===== config.mk =====
export PLATFORM = sky130hd
export DESIGN_NAME = fcmp_unit
export DESIGN_NICKNAME = d
export VERILOG_FILES = /design/src/rtl/fcmp_pkg.sv /design/src/rtl/fcmp_inspect.sv /design/src/rtl/fcmp_order.sv /design/src/rtl/fcmp_classify.sv /design/src/rtl/fcmp_unit.sv
export SDC_FILE = /design/constraint.sdc
export NUM_CORES = 1
export LEC_CHECK = 0
export ABC_AREA = 1
export BUFFER_PORTS_ARGS = -buffer_cell sky130_fd_sc_hd__buf_2
export CAP_MARGIN = 15
export CELL_PAD_IN_SITES_DETAIL_PLACEMENT = 1
export CELL_PAD_IN_SITES_GLOBAL_PLACEMENT = 2
export CORE_UTILIZATION = 27
export DETAILED_ROUTE_END_ITERATION = 6
export PLACE_DENSITY_LB_ADDON = 0.1
export RECOVER_POWER = 50
export SLEW_MARGIN = 25
export SYNTH_ARGS = -nofsm -noshare
export SYNTH_HDL_FRONTEND = slang
export SYNTH_SLANG_ARGS = --single-unit

===== constraint.sdc =====
create_clock -name clk -period 2.45 [get_ports clk]
set_input_delay 0.1225 -clock clk [delete_from_list [all_inputs] [get_ports clk]]
set_output_delay 0.1225 -clock clk [all_outputs]
set_load 0.005 [all_outputs]

===== src/rtl/fcmp_pkg.sv =====
// Package: shared widths, operation codes and operand kind record for the
// single-precision compare unit. Assumes the IEEE binary32 layout.
package fcmp_pkg;
    localparam int EXP_W  = 8;
    localparam int MAN_W  = 23;
    localparam int FP_W   = 1 + EXP_W + MAN_W;
    localparam int CLS_W  = 10;
    localparam int FLG_W  = 5;
    localparam int NV_BIT = 4;
    localparam int OP_W   = 3;

    localparam logic [FP_W-1:0] CANON_NAN =
        {1'b0, {EXP_W{1'b1}}, 1'b1, {(MAN_W-1){1'b0}}};

    localparam logic [OP_W-1:0] OP_EQ    = 3'd0;
    localparam logic [OP_W-1:0] OP_LT    = 3'd1;
    localparam logic [OP_W-1:0] OP_LE    = 3'd2;
    localparam logic [OP_W-1:0] OP_MIN   = 3'd3;
    localparam logic [OP_W-1:0] OP_MAX   = 3'd4;
    localparam logic [OP_W-1:0] OP_CLASS = 3'd5;

    typedef struct packed {
        logic sign;
        logic zero;
        logic sub;
        logic norm;
        logic inf;
        logic nan;
        logic snan;
    } fkind_t;
endpackage


===== src/rtl/fcmp_inspect.sv =====
// Module: fcmp_inspect
// Decodes one binary32 operand into a kind record (zero, subnormal, normal,
// infinity, NaN, signaling NaN, sign). Purely combinational.
// Assumes: a NaN is signaling when its top mantissa bit is clear.
module fcmp_inspect
    import fcmp_pkg::*;
(
    input  logic [FP_W-1:0] val,
    output fkind_t          kind
);
    logic exp_ones, exp_zero, man_nz, quiet_bit;

    // Field summaries
    always_comb begin
        exp_ones  = &val[FP_W-2:MAN_W];
        exp_zero  = ~|val[FP_W-2:MAN_W];
        man_nz    = |val[MAN_W-1:0];
        quiet_bit = val[MAN_W-1];
    end

    // Kind record assembly
    always_comb begin
        kind.sign = val[FP_W-1];
        kind.zero = exp_zero & ~man_nz;
        kind.sub  = exp_zero & man_nz;
        kind.norm = ~exp_zero & ~exp_ones;
        kind.inf  = exp_ones & ~man_nz;
        kind.nan  = exp_ones & man_nz;
        kind.snan = exp_ones & man_nz & ~quiet_bit;
    end
endmodule


===== src/rtl/fcmp_order.sv =====
// Module: fcmp_order
// Orders two binary32 operands. Gives IEEE compares (zeros equal, NaN
// unordered) and min/max selection (-0 below +0, number preferred over NaN,
// canonical NaN when both are NaN). Combinational.
module fcmp_order
    import fcmp_pkg::*;
(
    input  logic [FP_W-1:0] a,
    input  logic [FP_W-1:0] b,
    input  fkind_t          ka,
    input  fkind_t          kb,
    output logic            is_eq,
    output logic            is_lt,
    output logic            is_le,
    output logic [FP_W-1:0] min_val,
    output logic [FP_W-1:0] max_val,
    output logic            any_nan,
    output logic            any_snan
);
    logic mag_lt, mag_gt, both_zero, total_lt;

    // Sign-magnitude order with -0 strictly below +0
    always_comb begin
        mag_lt    = a[FP_W-2:0] < b[FP_W-2:0];
        mag_gt    = b[FP_W-2:0] < a[FP_W-2:0];
        both_zero = ka.zero & kb.zero;
        any_nan   = ka.nan | kb.nan;
        any_snan  = ka.snan | kb.snan;
        if (ka.sign != kb.sign) total_lt = ka.sign;
        else if (ka.sign)       total_lt = mag_gt;
        else                    total_lt = mag_lt;
    end

    // IEEE compare outcomes
    always_comb begin
        is_eq = ~any_nan & ((a == b) | both_zero);
        is_lt = ~any_nan & ~both_zero & total_lt;
        is_le = is_lt | is_eq;
    end

    // Minimum and maximum selection
    always_comb begin
        if (ka.nan & kb.nan) begin
            min_val = CANON_NAN;
            max_val = CANON_NAN;
        end else if (ka.nan) begin
            min_val = b;
            max_val = b;
        end else if (kb.nan) begin
            min_val = a;
            max_val = a;
        end else begin
            min_val = total_lt ? a : b;
            max_val = total_lt ? b : a;
        end
    end
endmodule


===== src/rtl/fcmp_classify.sv =====
// Module: fcmp_classify
// Turns an operand kind record into the ten-bit one-hot class mask.
// Assumes the kind record is self-consistent (exactly one category true).
module fcmp_classify
    import fcmp_pkg::*;
(
    input  fkind_t           kind,
    output logic [CLS_W-1:0] mask
);
    // Mask bit placement by class
    always_comb begin
        mask    = '0;
        mask[0] = kind.inf  &  kind.sign;
        mask[1] = kind.norm &  kind.sign;
        mask[2] = kind.sub  &  kind.sign;
        mask[3] = kind.zero &  kind.sign;
        mask[4] = kind.zero & ~kind.sign;
        mask[5] = kind.sub  & ~kind.sign;
        mask[6] = kind.norm & ~kind.sign;
        mask[7] = kind.inf  & ~kind.sign;
        mask[8] = kind.snan;
        mask[9] = kind.nan  & ~kind.snan;
    end
endmodule


===== src/rtl/fcmp_unit.sv =====
// Module: fcmp_unit (top)
// Compare / min / max / classify unit for binary32 operands with one
// registered output stage. Assumes requests arrive at most one per cycle;
// outputs hold when no request is present. Synchronous active-low reset.
module fcmp_unit
    import fcmp_pkg::*;
(
    input  logic             clk,
    input  logic             rst_n,
    input  logic             in_valid,
    input  logic [OP_W-1:0]  op,
    input  logic [FP_W-1:0]  opa,
    input  logic [FP_W-1:0]  opb,
    output logic             out_valid,
    output logic [FP_W-1:0]  result,
    output logic [FLG_W-1:0] flags
);
    fkind_t           kind_a, kind_b;
    logic             eq_w, lt_w, le_w, nan_w, snan_w;
    logic [FP_W-1:0]  min_w, max_w;
    logic [CLS_W-1:0] cls_w;
    logic [FP_W-1:0]  res_nx;
    logic             nv_nx;

    fcmp_inspect u_insp_a (.val(opa), .kind(kind_a));
    fcmp_inspect u_insp_b (.val(opb), .kind(kind_b));

    fcmp_order u_order (
        .a(opa), .b(opb), .ka(kind_a), .kb(kind_b),
        .is_eq(eq_w), .is_lt(lt_w), .is_le(le_w),
        .min_val(min_w), .max_val(max_w),
        .any_nan(nan_w), .any_snan(snan_w)
    );

    fcmp_classify u_class (.kind(kind_a), .mask(cls_w));

    // Result and invalid-flag selection by operation code
    always_comb begin
        res_nx = '0;
        nv_nx  = 1'b0;
        case (op)
            OP_EQ:    begin res_nx[0] = eq_w; nv_nx = snan_w; end
            OP_LT:    begin res_nx[0] = lt_w; nv_nx = nan_w;  end
            OP_LE:    begin res_nx[0] = le_w; nv_nx = nan_w;  end
            OP_MIN:   begin res_nx = min_w;   nv_nx = snan_w; end
            OP_MAX:   begin res_nx = max_w;   nv_nx = snan_w; end
            OP_CLASS: res_nx[CLS_W-1:0] = cls_w;
            default:  res_nx = '0;
        endcase
    end

    // Output register stage with hold on idle cycles
    always_ff @(posedge clk) begin
        if (!rst_n) begin
            out_valid <= 1'b0;
            result    <= '0;
            flags     <= '0;
        end else begin
            out_valid <= in_valid;
            if (in_valid) begin
                result <= res_nx;
                flags  <= '0;
                flags[NV_BIT] <= nv_nx;
            end
        end
    end
endmodule


==> flow_metrics.env <==
export IMPL_run_status="finished clean"
export IMPL_synthArstFlopShare_pct=0
export IMPL_powerDensity_mw_per_mm2=392
export IMPL_slew_headroom_pct=41.7
export IMPL_final_cell_mix="199 x nand2_1, 92 x buf_2, 88 x inv_1"
export IMPL_whs_ns=0.183
export IMPL_die_y_um=120
export IMPL_antennaDiodeCount=0
export IMPL_dieArea_mm2=0.0145
export IMPL_final_cells=944
export IMPL_htree_num_levels=2
export IMPL_synth_area_per_cell_um2=5.89
export IMPL_placed_area_mm2=0.00470
export IMPL_fin_ws_ns=0.227
export IMPL_clock_latency_ns=0.27
export IMPL_crit_chain="buf_2 > inv_2 > ha_1 > nand2_1 > nor2_4 > nand2_1 > nor3_1 > nand2_1 > nand2_1 > nand3_2 > nand2_2 > nand2_4 > nand2_4 > buf_8 > nand2_1 > nand3_1 > nand2_1 > nand2_1 > nand2_1 > nand2_1 > a21oi_1"
export IMPL_timing_rr_start="result[29]$_SDFFE_PN0P_"
export IMPL_syn_cell_area_mm2=0.00379
export IMPL_post_route_cell_area_mm2=0.00485
export IMPL_antenna_found_initial=0
export IMPL_grt_pass1_wl_um=24100
export IMPL_vias=4694
export IMPL_end_kind="register"
export IMPL_synth_top_family_by_area="simple AND/OR/NAND/NOR gates"
export IMPL_synthSimpleGateAreaFrac_pct=37.3
export IMPL_drcViolationCount=0
export IMPL_worstMarginPinSlew_ns=0.873
export IMPL_yosysWarnings=0
export IMPL_cpMostUsedCell="nand2_1"
export IMPL_core_area_mm2=0.0135
export IMPL_post_cts_buffers=0
export IMPL_clkTransAtPathRegs_ns=0.06
export IMPL_grt_pass1_vias=4743
export IMPL_routabilityCongestion=0.883
export IMPL_synth_adder_area_share_pct=10.9
export IMPL_layout_commonest_cell="nand2_1"
export IMPL_critical_path_arrival_ns=2.34
export IMPL_synth_xor_area_share_pct=0
export IMPL_grt_max_degree=32
export IMPL_hold_class="input port to register"
export IMPL_ant_nets=0
export IMPL_ys_seq_area_share_pct=18.0
export IMPL_worstPathRequired_ns=2.57
export IMPL_num_rows=42
export IMPL_synth_largest_area_cell="nand2_1"
export IMPL_synth_mux_area_share_pct=0
export IMPL_reg2regPathDepth=2
export IMPL_fin_crit_sh_pct=90.7
export IMPL_cts_made_buffers=5
export IMPL_hold_violations=0
export IMPL_clock_root_buffer="clkbuf_16"
export IMPL_synth_seq_cells=34
export IMPL_netlist_area_leader_share_pct=19.7
export IMPL_viasPerCell=4.97
export IMPL_peakVddDrop_mv=0.351
export IMPL_power_leakage_nw=2.55
export IMPL_overflow=0
export IMPL_fmax_ghz=0.450
export IMPL_rsz0062_at_grt="false"
export IMPL_wirelength_um=15200
export IMPL_r2r_end="result[29]$_SDFFE_PN0P_"
export IMPL_critPathKind="input port to register"
export IMPL_finalSetupViolations=0
export IMPL_fillerInstances=1860
export IMPL_io_buffers=103
export IMPL_cp_startpoint="opa[22]"
export IMPL_synth_edf_count=0
export IMPL_tritoncts="yes"
export IMPL_cp_depth=21
export IMPL_areaGrowthSynthToFinish_pct=28.0
export IMPL_drive_gt1_share_pct=23.0
export IMPL_finClkSkew_ns=0
export IMPL_num_nets_final=871
export IMPL_crit_path_end="result[0]$_SDFFE_PN0P_"
export IMPL_path_delay_family="simple AND/OR/NAND/NOR gates"
export IMPL_slowest_delay_ns=0.29
export IMPL_syn_inst=643
export IMPL_crit_slowest_cell="ha_1"
export IMPL_drtIter0Drc=166
export IMPL_wl_per_cell_um=16.1
export IMPL_die_x_um=120
export IMPL_startpoint_type="input port"
export IMPL_grt_util_all_layers_pct=21.3
export IMPL_synth_compound_area_share_pct=19.3
export IMPL_maxCapViolCount=0
export IMPL_dp_cells=937
export IMPL_cts_sinks=34
export IMPL_finalMaxSlewViolations=0
export IMPL_synth_ff_type="dfxtp_1"
export IMPL_cp_max_fo=10
export IMPL_drt_pass1_iterations=4
export IMPL_ys_types=34
export IMPL_r2r_slack_ns=1.77
export IMPL_fin_util_pct=36.0
export IMPL_io_pins=108
export IMPL_crit_buf_inv=3
export IMPL_dpl_worst_slack_ns=-0.181
export IMPL_dpl_hpwl_um=12700
export IMPL_yosys_top_cells_area="nand2_1 20%, dfxtp_1 18%, ha_1 11%, inv_1 8.7%, a21oi_1 7.3%"
export IMPL_hold_buffers=0
export IMPL_start_util_pct=28.1
export IMPL_period_minus_slack_ns=2.22
export IMPL_clk_path_buf_depth=2
==> worst register-to-register path: cells and delay by family, from the launching register on <==
kind | cells | cell delay (ns)
DFF | 1 | 0.31
AOI/OAI and AO/OA | 2 | 0.24
==> cell families (layout without fill, tap and decap cells) <==
kind of cell / after synthesis / count (layout)
AND/OR/NAND/NOR: 317 / 317
AO/OA/AOI/OAI: 133 / 133
buffers and inverters: 125 / 247
flip-flops: 34 / 34
adder cells (fa/ha/maj): 33 / 33
other: 1 / 4
==> synth_stat cells, types with 2 or more instances <==
library cell    n
nand2_1       199
inv_1          88
a21oi_1        55
nand3_1        46
dfxtp_1        34
ha_1           33
o21ai_0        31
o21ai_1        21
nor2_1         18
nand4_1        16
buf_2          10
nand2_2        10
a31oi_1         9
clkbuf_1        9
nor3_1          9
a21oi_2         7
buf_6           6
nor4_1          6
o211ai_1        6
buf_4           5
inv_2           4
nor2_2          4
nand2_4         3
a21o_1          2
buf_1           2
nand3_2         2
==> routing by layer <==
metal / share of wire (%) / global-route usage [%] / wire length [um] / vias to the layer above
met5: 0 / 0 / 0 / -
met4: 2.9 / 6.56 / 447 / 0
met3: 4.0 / 2.97 / 613 / 24
met2: 51 / 39.5 / 7710 / 112
met1: 42 / 25.2 / 6450 / 2207
li1: - / - / - / 2351
==> state kept, by name (all words and copies together), names as in the netlist <==
name,count
out_valid,1
flags,1
result,32
==> metrics by stage <==
step                      setup TNS [ns]  total power, mW
final                                  0             1.90
after global routing                   0             2.03
after CTS                              0             1.92
after detailed placement           -1.34             1.31
after global placement            -0.380             1.30
after floorplan                        0             1.01
==> power by group <==
part / total [mW] / switching (mW) / leakage (nW) / internal [mW]
Sequential: 0.591 / 0.0128 / 0.278 / 0.579
Clock: 0.599 / 0.232 / 0.0694 / 0.367
Combinational: 0.710 / 0.441 / 2.21 / 0.269
Total: 1.90 / 0.686 / 2.55 / 1.21
==> area by class of cell <==
cell class | count | area, um2 | share of cell area (%)
multi-input combinational | 487 | 2580 | 53.3
tap | 176 | 220 | 4.54
timing repair buffer | 147 | 877 | 18.1
clock inverter | 2 | 10.0 | 0.207
inverter | 93 | 349 | 7.20
clock buffer | 5 | 125 | 2.58
sequential | 34 | 681 | 14.0
==> how the worst min path moves through the flow <==
stage                                  startpoint  cells past startpoint                      end
after floorplan                             rst_n                      2  result[22]$_SDFFE_PN0P_
after global placement    result[15]$_SDFFE_PN0P_                      2  result[15]$_SDFFE_PN0P_
after detailed placement  result[19]$_SDFFE_PN0P_                      2  result[19]$_SDFFE_PN0P_
after CTS                                   rst_n                      3     out_valid$_SDFF_PN0_
after global routing                        rst_n                      3     out_valid$_SDFF_PN0_
final                                     opa[28]                      3  result[28]$_SDFFE_PN0P_
==> timing repair <==
item | in CTS | in global routing
gates resized for setup | 0 | 5
setup endpoints to repair | 0 | 12
endpoints found under the hold margin | 0 | 0
Note: power is estimated with default switching activity, not from simulation.
